--- config.mk ---
export PLATFORM = sky130hd
export DESIGN_NAME = psram_cfg_ctrl
export DESIGN_NICKNAME = d
export VERILOG_FILES = /design/src/rtl/psram_cfg_pkg.sv /design/src/rtl/cfg_req_decode.sv /design/src/rtl/cfg_phase_timer.sv /design/src/rtl/cfg_bus_fsm.sv /design/src/rtl/psram_cfg_ctrl.sv
export SDC_FILE = /design/constraint.sdc
export NUM_CORES = 1
export LEC_CHECK = 0
export BUFFER_PORTS_ARGS = -buffer_cell sky130_fd_sc_hd__clkbuf_2
export CAP_MARGIN = 30
export CORE_ASPECT_RATIO = 1.75
export CORE_MARGIN = 2
export CORE_UTILIZATION = 33
export CTS_BUF_LIST = sky130_fd_sc_hd__clkbuf_4 sky130_fd_sc_hd__clkbuf_8
export CTS_CLUSTER_SIZE = 14
export DETAILED_ROUTE_END_ITERATION = 10
export GPL_ROUTABILITY_DRIVEN = 1
export HOLD_SLACK_MARGIN = 0.03
export PLACE_DENSITY = 0.71
export SLEW_MARGIN = 0
export SYNTH_ARGS = -nofsm -noshare
export SYNTH_HDL_FRONTEND = slang
export SYNTH_HIERARCHICAL = 1
export SYNTH_SLANG_ARGS = --single-unit
--- constraint.sdc ---
create_clock -name clk -period 2.5 [get_ports clk]
set_clock_uncertainty 0.1 [all_clocks]
set_input_delay 0.25 -clock clk [delete_from_list [all_inputs] [get_ports clk]]
set_output_delay 0.25 -clock clk [all_outputs]
set_load 0.01 [all_outputs]
--- src/rtl/psram_cfg_pkg.sv ---
package psram_cfg_pkg;

  typedef enum logic [2:0] {
    ST_IDLE,
    ST_CMD,
    ST_WAIT,
    ST_BEAT,
    ST_RECOV
  } cfg_state_e;

  localparam logic [1:0] SEL_REFRESH = 2'b00;
  localparam logic [1:0] SEL_BUSCTL  = 2'b10;

  typedef struct packed {
    logic       wr;
    logic       sync;
    logic [1:0] sel;
  } cfg_req_t;

endpackage

--- src/rtl/cfg_req_decode.sv ---
module cfg_req_decode
  import psram_cfg_pkg::*;
(
  input  logic [1:0] sel,
  output logic       legal
);

  always_comb begin
    legal = (sel == SEL_REFRESH) || (sel == SEL_BUSCTL);
  end

endmodule

--- src/rtl/cfg_phase_timer.sv ---
module cfg_phase_timer #(
  parameter int CW = 4
) (
  input  logic          clk,
  input  logic          rst_n,
  input  logic          load,
  input  logic [CW-1:0] load_val,
  output logic          zero
);

  logic [CW-1:0] cnt_q;

  always_ff @(posedge clk or negedge rst_n) begin
    if (!rst_n)              cnt_q <= '0;
    else if (load)           cnt_q <= load_val;
    else if (cnt_q != '0)    cnt_q <= cnt_q - 1'b1;
  end

  assign zero = (cnt_q == '0);

  // the recovery/latency window counts down one step per cycle
  assert_timer_step_R7: assert property (@(posedge clk) disable iff (!rst_n)
    (!load && cnt_q != '0) |=> (cnt_q == $past(cnt_q) - 1'b1));

endmodule

--- src/rtl/cfg_bus_fsm.sv ---
module cfg_bus_fsm
  import psram_cfg_pkg::*;
#(
  parameter int DW     = 16,
  parameter int CW     = 4,
  parameter int P_ACC  = 4,
  parameter int P_LAT  = 3,
  parameter int P_CPH  = 3,
  parameter int P_CPBH = 5
) (
  input  logic          clk,
  input  logic          rst_n,
  input  logic          req_valid,
  output logic          req_ready,
  input  cfg_req_t      req_info,
  input  logic [DW-1:0] req_wdata,
  input  logic          legal,
  output logic          t_load,
  output logic [CW-1:0] t_val,
  input  logic          t_zero,
  output logic          rsp_valid,
  output logic [DW-1:0] rsp_data,
  output logic          cmd_err,
  output logic          ce_n,
  output logic          adv_n,
  output logic          we_n,
  output logic          oe_n,
  output logic          cre,
  output logic [1:0]    a_hi,
  output logic [DW-1:0] dq_out,
  output logic          dq_oe,
  input  logic [DW-1:0] dq_in
);

  cfg_state_e    state_q, state_d;
  cfg_req_t      cur_q;
  logic [DW-1:0] wd_q;
  logic          active, take_rd, accept;

  assign accept = (state_q == ST_IDLE) && req_valid && legal;

  always_comb begin
    state_d = state_q;
    t_load  = 1'b0;
    t_val   = '0;
    unique case (state_q)
      ST_IDLE:  if (accept) state_d = ST_CMD;
      ST_CMD: begin
        state_d = ST_WAIT;
        t_load  = 1'b1;
        t_val   = cur_q.sync ? CW'(P_LAT - 1) : CW'(P_ACC - 2);
      end
      ST_WAIT: begin
        if (t_zero) begin
          if (cur_q.sync) state_d = ST_BEAT;
          else begin
            state_d = ST_RECOV;
            t_load  = 1'b1;
            t_val   = CW'(P_CPH - 1);
          end
        end
      end
      ST_BEAT: begin
        state_d = ST_RECOV;
        t_load  = 1'b1;
        t_val   = CW'(P_CPBH - 1);
      end
      ST_RECOV: if (t_zero) state_d = ST_IDLE;
      default:  state_d = ST_IDLE;
    endcase
  end

  assign take_rd = !cur_q.wr &&
                   (((state_q == ST_WAIT) && t_zero && !cur_q.sync) ||
                    (state_q == ST_BEAT));

  always_ff @(posedge clk or negedge rst_n) begin
    if (!rst_n) begin
      state_q   <= ST_IDLE;
      cur_q     <= '0;
      wd_q      <= '0;
      rsp_valid <= 1'b0;
      rsp_data  <= '0;
      cmd_err   <= 1'b0;
    end else begin
      state_q   <= state_d;
      rsp_valid <= take_rd;
      cmd_err   <= (state_q == ST_IDLE) && req_valid && !legal;
      if (take_rd) rsp_data <= dq_in;
      if (accept) begin
        cur_q <= req_info;
        wd_q  <= req_wdata;
      end
    end
  end

  assign active    = (state_q == ST_CMD) || (state_q == ST_WAIT) || (state_q == ST_BEAT);
  assign req_ready = (state_q == ST_IDLE);
  assign ce_n      = !active;
  assign cre       = active;
  assign adv_n     = !(state_q == ST_CMD);
  assign a_hi      = active ? cur_q.sel : 2'b00;
  assign we_n      = !(cur_q.wr && ((state_q == ST_CMD) ||
                                    ((state_q == ST_WAIT) && !cur_q.sync)));
  assign oe_n      = !(!cur_q.wr && ((state_q == ST_WAIT) || (state_q == ST_BEAT)));
  assign dq_oe     = cur_q.wr &&
                     ((!cur_q.sync && ((state_q == ST_CMD) || (state_q == ST_WAIT))) ||
                      (cur_q.sync && (state_q == ST_BEAT)));
  assign dq_out    = wd_q;

  // configuration pin high for the whole command
  assert_cre_span_R1: assert property (@(posedge clk) disable iff (!rst_n)
    !ce_n |-> cre);
  // only legal register codes reach the address pins
  assert_sel_legal_R2: assert property (@(posedge clk) disable iff (!rst_n)
    !ce_n |-> (a_hi[0] == 1'b0));
  // an error flag comes with an idle bus
  assert_err_quiet_R3: assert property (@(posedge clk) disable iff (!rst_n)
    cmd_err |-> ce_n);
  // address valid is a single-cycle pulse inside chip enable
  assert_adv_once_R6: assert property (@(posedge clk) disable iff (!rst_n)
    !adv_n |=> adv_n);
  assert_adv_in_ce_R6: assert property (@(posedge clk) disable iff (!rst_n)
    !adv_n |-> !ce_n);
  // chip enable may not fall straight after it rose
  assert_ce_gap_R7: assert property (@(posedge clk) disable iff (!rst_n)
    $rose(ce_n) |=> ce_n);
  // read strobe is one cycle wide
  assert_rsp_pulse_R8: assert property (@(posedge clk) disable iff (!rst_n)
    rsp_valid |=> !rsp_valid);
  // requests only taken with the bus idle
  assert_ready_idle_R9: assert property (@(posedge clk) disable iff (!rst_n)
    req_ready |-> ce_n);

endmodule

--- src/rtl/psram_cfg_ctrl.sv ---
module psram_cfg_ctrl
  import psram_cfg_pkg::*;
#(
  parameter int DW     = 16,
  parameter int P_ACC  = 4,
  parameter int P_LAT  = 3,
  parameter int P_CPH  = 3,
  parameter int P_CPBH = 5
) (
  input  logic          clk,
  input  logic          rst_n,
  input  logic          req_valid,
  output logic          req_ready,
  input  logic          req_write,
  input  logic          req_sync,
  input  logic [1:0]    req_sel,
  input  logic [DW-1:0] req_wdata,
  output logic          rsp_valid,
  output logic [DW-1:0] rsp_data,
  output logic          cmd_err,
  output logic          psram_ce_n,
  output logic          psram_adv_n,
  output logic          psram_we_n,
  output logic          psram_oe_n,
  output logic          psram_cre,
  output logic [1:0]    psram_a_hi,
  output logic [DW-1:0] psram_dq_out,
  output logic          psram_dq_oe,
  input  logic [DW-1:0] psram_dq_in
);

  localparam int MAX_AL = (P_ACC > P_LAT) ? P_ACC : P_LAT;
  localparam int MAX_RC = (P_CPH > P_CPBH) ? P_CPH : P_CPBH;
  localparam int MAX_C  = (MAX_AL > MAX_RC) ? MAX_AL : MAX_RC;
  localparam int CW     = $clog2(MAX_C + 1);

  cfg_req_t      info;
  logic          legal, t_load, t_zero;
  logic [CW-1:0] t_val;

  assign info = '{wr: req_write, sync: req_sync, sel: req_sel};

  cfg_req_decode u_dec (
    .sel   (req_sel),
    .legal (legal)
  );

  cfg_phase_timer #(.CW(CW)) u_tmr (
    .clk      (clk),
    .rst_n    (rst_n),
    .load     (t_load),
    .load_val (t_val),
    .zero     (t_zero)
  );

  cfg_bus_fsm #(
    .DW(DW), .CW(CW), .P_ACC(P_ACC), .P_LAT(P_LAT),
    .P_CPH(P_CPH), .P_CPBH(P_CPBH)
  ) u_fsm (
    .clk       (clk),
    .rst_n     (rst_n),
    .req_valid (req_valid),
    .req_ready (req_ready),
    .req_info  (info),
    .req_wdata (req_wdata),
    .legal     (legal),
    .t_load    (t_load),
    .t_val     (t_val),
    .t_zero    (t_zero),
    .rsp_valid (rsp_valid),
    .rsp_data  (rsp_data),
    .cmd_err   (cmd_err),
    .ce_n      (psram_ce_n),
    .adv_n     (psram_adv_n),
    .we_n      (psram_we_n),
    .oe_n      (psram_oe_n),
    .cre       (psram_cre),
    .a_hi      (psram_a_hi),
    .dq_out    (psram_dq_out),
    .dq_oe     (psram_dq_oe),
    .dq_in     (psram_dq_in)
  );

endmodule

======== Word-level counts from Yosys, hierarchy flattened ========
Cells that the tools add are included.
W data, S select, Z words.
word-level totals
  bits in registers ....................... 44
  bits in latches ......................... 0
  bits in writable memories ............... 0
  ROM bits ................................ 0
  output and inout bits ................... 43
  logic and storage cells ................. 65
  memories ................................ 0
cells by class
  add/sub/neg operators ................... 1
  $mul .................................... 0
  divide/modulo/power cells ............... 0
  $lt $le $gt $ge ......................... 0
  equal/unequal tests ..................... 8
  shift operators ......................... 0
  multiplexer cells ....................... 14
  bitwise gates (word level) .............. 0
  reductions and logical operators ........ 33
operators with widths
  cell                   number
  $mux W3                7
  $pmux W3 S5            1
  $logic_and A1 B1 Y1    12
  $pmux W3 S3            1
  $logic_not A1 Y1       7
  $logic_or A1 B1 Y1     7
  $eq A3 B2 Y1 const B   2
  $logic_not A3 Y1       2
  $ne A2 B1 Y1 const B   3
  $mux W2                2
  $eq A3 B1 Y1 const B   1
  $eq A3 B3 Y1 const B   1
  $reduce_and A3 Y1      1
  $reduce_bool A3 Y1     1
  $sub A3 B1 Y3 const B  1
  $eq A2 B2 Y1 const B   1
  $logic_not A2 Y1       1
  $mux W1                2
  $pmux W1 S2            1
  $reduce_bool A2 Y1     1
  $reduce_or A2 Y1       1

======== Depth between registers and ports, before layout ========
Gate-level depths: netlist of run 1.
  depth after elaboration ................. 5
  mapped depth ............................ 9
  depth with buffers taken out ............ 9

======== Cells and area by module ========
The synthesis of run 1 kept the hierarchy.
modules (own cells, without submodules)
  module           instances  cells an instance  area an instance (um2)  seq. area each (um2)
  cfg_bus_fsm      1          122                1767.9                  1026.0
  cfg_phase_timer  1          21                 200.2                   75.1
  cfg_req_decode   1          1                  3.8                     0.0

======== Least setup slack after synthesis of run 1 ========
OpenSTA, ideal clock, no wires.
  path kind ............................... register to register
  from .................................... reg u_tmr.cnt_q[0]
  to ...................................... reg u_fsm.rsp_data[10]
  arrival time ............................ 1.710 ns
  data required time ...................... 2.275 ns
  slack ................................... 0.565 ns
  stages on the path, launching flop included .. 9
  buffers on the path ..................... 1
  path through ............................ dfrtp_1 inv_1 ha_1 nand2b_1 inv_1 nor2b_2 o211ai_4 buf_6 mux2_4
on the way
  longest elaborated chain between the ends .. 5
RTL lines
  item                               line                   text
  start: declaration                 cfg_phase_timer.sv:11  logic [CW-1:0] cnt_q;
  start signal: assignment           cfg_phase_timer.sv:15  else if (load) cnt_q <= load_val;
  start signal: assignment           cfg_phase_timer.sv:16  else if (cnt_q != '0) cnt_q <= cnt_q - 1'b1;
  $logic_not A3 Y1                   cfg_phase_timer.sv:19  assign zero = (cnt_q == '0);
  via t_zero                         psram_cfg_ctrl.sv:38   logic legal, t_load, t_zero;
  $logic_and A1 B1 Y1 (2 in series)  cfg_bus_fsm.sv:74      (((state_q == ST_WAIT) && t_zero && !cur_q.sync) ||
  $logic_or A1 B1 Y1                 cfg_bus_fsm.sv:74
  $logic_and A1 B1 Y1                cfg_bus_fsm.sv:73      assign take_rd = !cur_q.wr &&
  end signal: assignment             cfg_bus_fsm.sv:89      if (take_rd) rsp_data <= dq_in;
  end: declaration                   cfg_bus_fsm.sv:22      output logic [DW-1:0] rsp_data,
The timed path passes the listed nets, and every way through them passes these cells.
A chain may end at the register's enable or synchronous reset.

======== Worst setup path in the final report of run 1 ========
  from .................................... reg u_tmr.cnt_q[0]
  to ...................................... reg u_tmr.cnt_q[1]
on the way
  longest elaborated chain between the ends .. 4
  elaborated cells on any way between the ends .. 10
  those cells by class .................... add/sub: 1; mux: 6; reduce/logical: 3
RTL lines
  item                                           line                   text
  $logic_not A3 Y1 *                             cfg_phase_timer.sv:19
  via t_zero                                     psram_cfg_ctrl.sv:38
  $mux W1 *                                      cfg_bus_fsm.sv:54      if (t_zero) begin
  $pmux W1 S2 *                                  cfg_bus_fsm.sv:46      unique case (state_q)
  via t_load                                     psram_cfg_ctrl.sv:38
  $mux W3 or $reduce_bool A2 Y1 (tied branches)  n/a
The timed path passes the listed nets; every way through them passes the cells marked *. The select of a mux whose other input is x is not followed.

==> reports/metrics.csv, run 1 <==
metric,value,unit
status,completed,
Worst R2R Start,u_tmr/cnt_q[0],
cts hold-fix bufs,1,
Worst EP arrival,2.25,ns
first-pass iteration count of the detailed router,4,
RSZ-0062 raised after global routing,false,
metal3 WL,171,um
flop-to-flop setup slack,0.33,ns
share of layout cells above drive strength 1,49.4,%
crit path max fanout,7,
minimum clock period,2.17,ns
worst r2r dst,u_tmr/cnt_q[1],
Inserted Clock Buffers,5,
DR vias,1430,
Die ar.,0.00663,mm2
total power,2.96,mW
first-pass GRT wire length,6410,um
antenna fix cells,0,
Total GRT Usage,12.3,%
Cell Rows,37,
Worst EP required,2.58,ns
most frequent standard cell in the layout excluding fill and tap cells,clkbuf_2,
post-synthesis sequential element count,44,
input/output buffers,81,
TNS Setup,0,ns
initial antenna violation count,0,
clock latency on the worst-skew pair,0.29,ns
Mapped Nets,185,
Worst VDD drop,582,uV
GPL Wtd Cong,0.855,
Syn Area/Cell,13.7,um2
type of origin of the critical path,register,
combinational family with the most area after synthesis,multiplexers,
clk buf depth,2,
post-synthesis mux area share,22.3,%
r2r worst-path depth,9,
Place WS,0.383,ns
Worst Hold Launch,req_wdata[9],
I/O pin count,82,
Area growth syn-to-layout,28.7,%
Initial Utilization,33.8,%
clock sink count,44,
"Seq/Total Area, Yosys",55.8,%
GRT overflow,0,
most used cell along the critical path,inv_1,
fin cells,309,
CP peak stage delay,0.40,ns
final net count,272,
root buf cell,clkbuf_8,
hold endpoint,u_fsm/dq_out[9],
Post-CTS Setup Bufs,0,
CTS tree,yes,
metal2 WL,2210,um
final core occ,43.5,%
wl on met1,1520,um
Vert. Die Dim,106,um
drt wl/cell,13.0,um
"Clk pin slew, worst setup/hold paths",0.08,ns
placed cells,301,
pin count of the biggest net entering global routing,35,
Post-Synth Adder-Cell Area,1.27,%
Final period util,86.8,%
fmax,0.461,GHz
max-slew violations,0,
worst hold path cell count,2,
endpoints failing hold,0,
number of synthesized flops with an enable pin,0,
total routed wirelength,4000,um
Worst-Margin Slew,0.837,ns
simple-gate share of the synthesized area,9.96,%
post-synthesis cell count,144,
post-CTS resize count,0,
cell area power density,1170,mW/mm2
Crit Path Class,reg -> reg,
Synth async-reset ratio,100,%
"slowest stage cell, crit path",dfrtp_1,
vias in the first global route,1437,
post-DR vias/cell,4.63,
Slew HR,44.2,%
setup violators final,0,
count of different cell masters after synthesis,36,
H-tree depth,2,
Netlist Area Pre-Place,0.00197,mm2
initial drt markers,38,
main flop type after synthesis,dfrtp_1,
Final HPWL DP,3030,um
Final ANT Viol Nets,0,
worst min-delay path class,in -> reg,
warnings from Yosys,6,
Horiz. Die Dim,62.4,um
XOR/XNOR share of the synthesized area,0,%
top layer in use,met4,
crit-path cells,"inv_1, ha_1, nand2b_1, inv_1, nor2b_2, a21oi_1, nor2_1, nor4b_1, a311oi_1",
DRC errors left,0,
most frequent cells in the layout,"clkbuf_2, dfrtp_1, mux2_1",
CP endpoint kind,register,
max_cap viols,0,
post-synthesis compound-gate area fraction,5.27,%
core region area,0.00583,mm2
leakage,1.29,nW
final worst slack,0.330,ns
## power breakdown
group,total [mW],switching (mW),internal [mW],leakage [nW]
Sequential,1.29,0.232,1.06,0.524
Combinational,1.25,0.595,0.651,0.728
Clock,0.427,0.238,0.189,0.0400
Total,2.96,1.07,1.90,1.29
## worst max path at each step
stage,startpoint,to,depth (start not counted)
final,u_tmr/cnt_q[0],u_tmr/cnt_q[1],9
after global routing,u_tmr/cnt_q[0],u_tmr/cnt_q[1],9
after CTS,u_fsm/state_q[1],psram_dq_oe,4
after detailed placement,u_tmr/cnt_q[0],u_tmr/cnt_q[0],9
after global placement,u_tmr/cnt_q[0],u_fsm/rsp_data[3],8
after floorplan,u_tmr/cnt_q[0],u_fsm/rsp_data[10],8
## cell usage after synthesis, types with 2 or more instances
| master | number | share of area [%] |
|---|---|---|
| a21oi_1 | 3 | 0.76 |
| nor4b_1 | 2 | 0.89 |
| mux2_1 | 20 | 11 |
| nor2_1 | 6 | 1.1 |
| inv_1 | 10 | 1.9 |
| nand2_1 | 3 | 0.57 |
| ha_1 | 2 | 1.3 |
| and2_1 | 3 | 0.95 |
| buf_6 | 4 | 2.3 |
| buf_4 | 2 | 0.76 |
| mux2_2 | 7 | 4.0 |
| nor2b_1 | 5 | 1.6 |
| dfrtp_1 | 44 | 56 |
| mux2_4 | 9 | 6.9 |
| nand2b_1 | 3 | 0.95 |
## kinds of logic after synthesis
kind of cell,after synthesis
fa+ha+maj,2
mux,36
simple gates,32
compound gates,12
other cells,1
buf+inv,17
flops,44
## per-stage QoR
step | hold WS [ns] | area, um2
CTS | 0.0565 | 2540
floorplan | -0.146 | 1970
detailed placement | 0.296 | 2450
global route | 0.0557 | 2540
global placement | 0.294 | 2450
finish | 0.0683 | 2540
## state kept, by name, summed over array words and instances (netlist names)
register and count:
u_fsm/dq_out 16, u_fsm/rsp_data 16, u_fsm/rsp_valid 1, u_fsm/cur_q 4
u_fsm/cmd_err 1, u_tmr/cnt_q 3, u_fsm/state_q 3
## critical path, delay by kind of cell, from the launching register on
kind	cells	cell delay (ns)
buffers and inverters	2	0.19
adders and majority gates	1	0.20
DFF	1	0.40
and+or+nand+nor	4	0.80
AOI/OAI and AO/OA	2	0.36
## routing by layer
layer,track usage (%),up-vias
met4,8.10,0
met3,2.01,10
met2,21.6,48
met1,13.5,705
li1,-,667
met5,0,-
## final cells by class
class                   instances  area, um2
multi-input cells              83        768
clock inverters                 2       12.5
inverters                      10       37.5
repair buffers                 87        453
clock buffers                   5       68.8
fillers                       577       3290
flip-flops and latches         44       1100
well taps                      78       97.6
Note: power is estimated with default switching activity, not from simulation.
==> run 2: changes to the inputs <==
==> constraint.sdc (replaced) <==
create_clock -name clk -period 2.5 [get_ports clk]
set_clock_uncertainty 0.1 [all_clocks]
set_input_delay 0.5 -clock clk [delete_from_list [all_inputs] [get_ports clk]]
set_output_delay 0.5 -clock clk [all_outputs]
set_load 0.01 [all_outputs]
==> reports/metrics.csv, run 2 (synthesized netlist as in run 1, its figures left out) <==
metric,value,unit
GRT overflow,0,
worst min-delay path class,in -> async,
CP endpoint kind,output port,
Area growth syn-to-layout,27.9,%
core region area,0.00583,mm2
most frequent standard cell in the layout excluding fill and tap cells,clkbuf_2,
Crit Path Class,reg -> out,
Final ANT Viol Nets,0,
endpoints failing hold,0,
r2r worst-path depth,9,
share of layout cells above drive strength 1,49.3,%
minimum clock period,2.39,ns
Inserted Clock Buffers,5,
initial antenna violation count,0,
Total GRT Usage,12.8,%
Worst VDD drop,489,uV
CTS tree,yes,
root buf cell,clkbuf_8,
fin cells,307,
final net count,270,
drt wl/cell,13.1,um
post-DR vias/cell,4.55,
GPL Wtd Cong,0.816,
max_cap viols,0,
I/O pin count,82,
Worst EP arrival,1.79,ns
flop-to-flop setup slack,0.35,ns
TNS Setup,0,ns
post-CTS resize count,0,
fmax,0.418,GHz
vias in the first global route,1484,
worst r2r dst,u_tmr/cnt_q[0],
Post-CTS Setup Bufs,0,
total power,2.96,mW
status,completed,
clock sink count,44,
Final period util,95.8,%
post-route cell area,0.00252,mm2
final worst slack,0.105,ns
"Clk pin slew, worst setup/hold paths",0.08,ns
cts hold-fix bufs,0,
Horiz. Die Dim,62.4,um
Worst-Margin Slew,0.658,ns
Cell Rows,37,
DR vias,1397,
RSZ-0062 raised after global routing,false,
crit-path cells,"and2b_1, nor3_1, a2111oi_2, clkbuf_2",
H-tree depth,2,
CP peak stage delay,0.62,ns
Initial Utilization,33.8,%
Worst EP required,1.90,ns
type of origin of the critical path,register,
setup violators final,0,
final core occ,43.2,%
total routed wirelength,4020,um
antenna fix cells,0,
DRC errors left,0,
"slowest stage cell, crit path",dfrtp_1,
crit path max fanout,12,
pin count of the biggest net entering global routing,28,
first-pass GRT wire length,6670,um
Place WS,0.370,ns
CP startpoint,u_fsm/state_q[0],
clock latency on the worst-skew pair,0.29,ns
Die ar.,0.00663,mm2
worst hold slack,0.122,ns
Slew HR,56.1,%
input/output buffers,81,
first-pass iteration count of the detailed router,4,
Worst R2R Start,u_tmr/cnt_q[0],
initial drt markers,18,
clk buf depth,2,
most frequent cells in the layout,"clkbuf_2, dfrtp_1, mux2_1",
Vert. Die Dim,106,um
Final HPWL DP,3090,um
max-slew violations,0,
placed cells,300,
cell area power density,1170,mW/mm2
leakage,1.28,nW
"Cell Area, Placed",0.00244,mm2
[run 2: critical path, delay by kind of cell, from the launching register on]
family                 cells  cell delay, ns
flip-flops                 1            0.62
AO/OA/AOI/OAI              1            0.36
AND/OR/NAND/NOR            2            0.34
buffers and inverters      1            0.19
[run 2: cell type report]
class                      count  area, um2
fill                         572       3310
sequential                    44       1100
multi-input combinational     83        768
timing repair buffer          85        435
tap                           78       97.6
clock buffer                   5       68.8
inverter                      10       37.5
clock inverter                 2       12.5
[run 2: worst max path at each step]
| stage | depth (start not counted) | end | slack, ns |
|---|---|---|---|
| 2_1_floorplan | 8 | u_fsm/rsp_data[10] | 0.57 |
| 3_3_place_gp | 4 | psram_dq_oe | 0.44 |
| 3_5_place_dp | 9 | u_tmr/cnt_q[0] | 0.37 |
| 4_1_cts | 4 | psram_dq_oe | 0.1 |
| 5_1_grt | 4 | psram_dq_oe | 0.04 |
| 6_report | 4 | psram_dq_oe | 0.11 |
[run 2: layer usage]
layer  vias to the layer above  wire, um  GRT usage (%)
li1                        656         -              -
met1                       682      1550           13.2
met2                        48      2150           23.6
met3                        11       173           2.33
met4                         0       141           7.62
met5                         -         0              0
[run 2: power breakdown]
group          internal (mW)  total, mW  switching, mW  leakage [nW]
registers               1.06       1.29          0.236         0.524
logic                  0.649       1.24          0.594         0.719
clock network          0.189      0.423          0.234        0.0400
total                   1.90       2.96           1.06          1.28
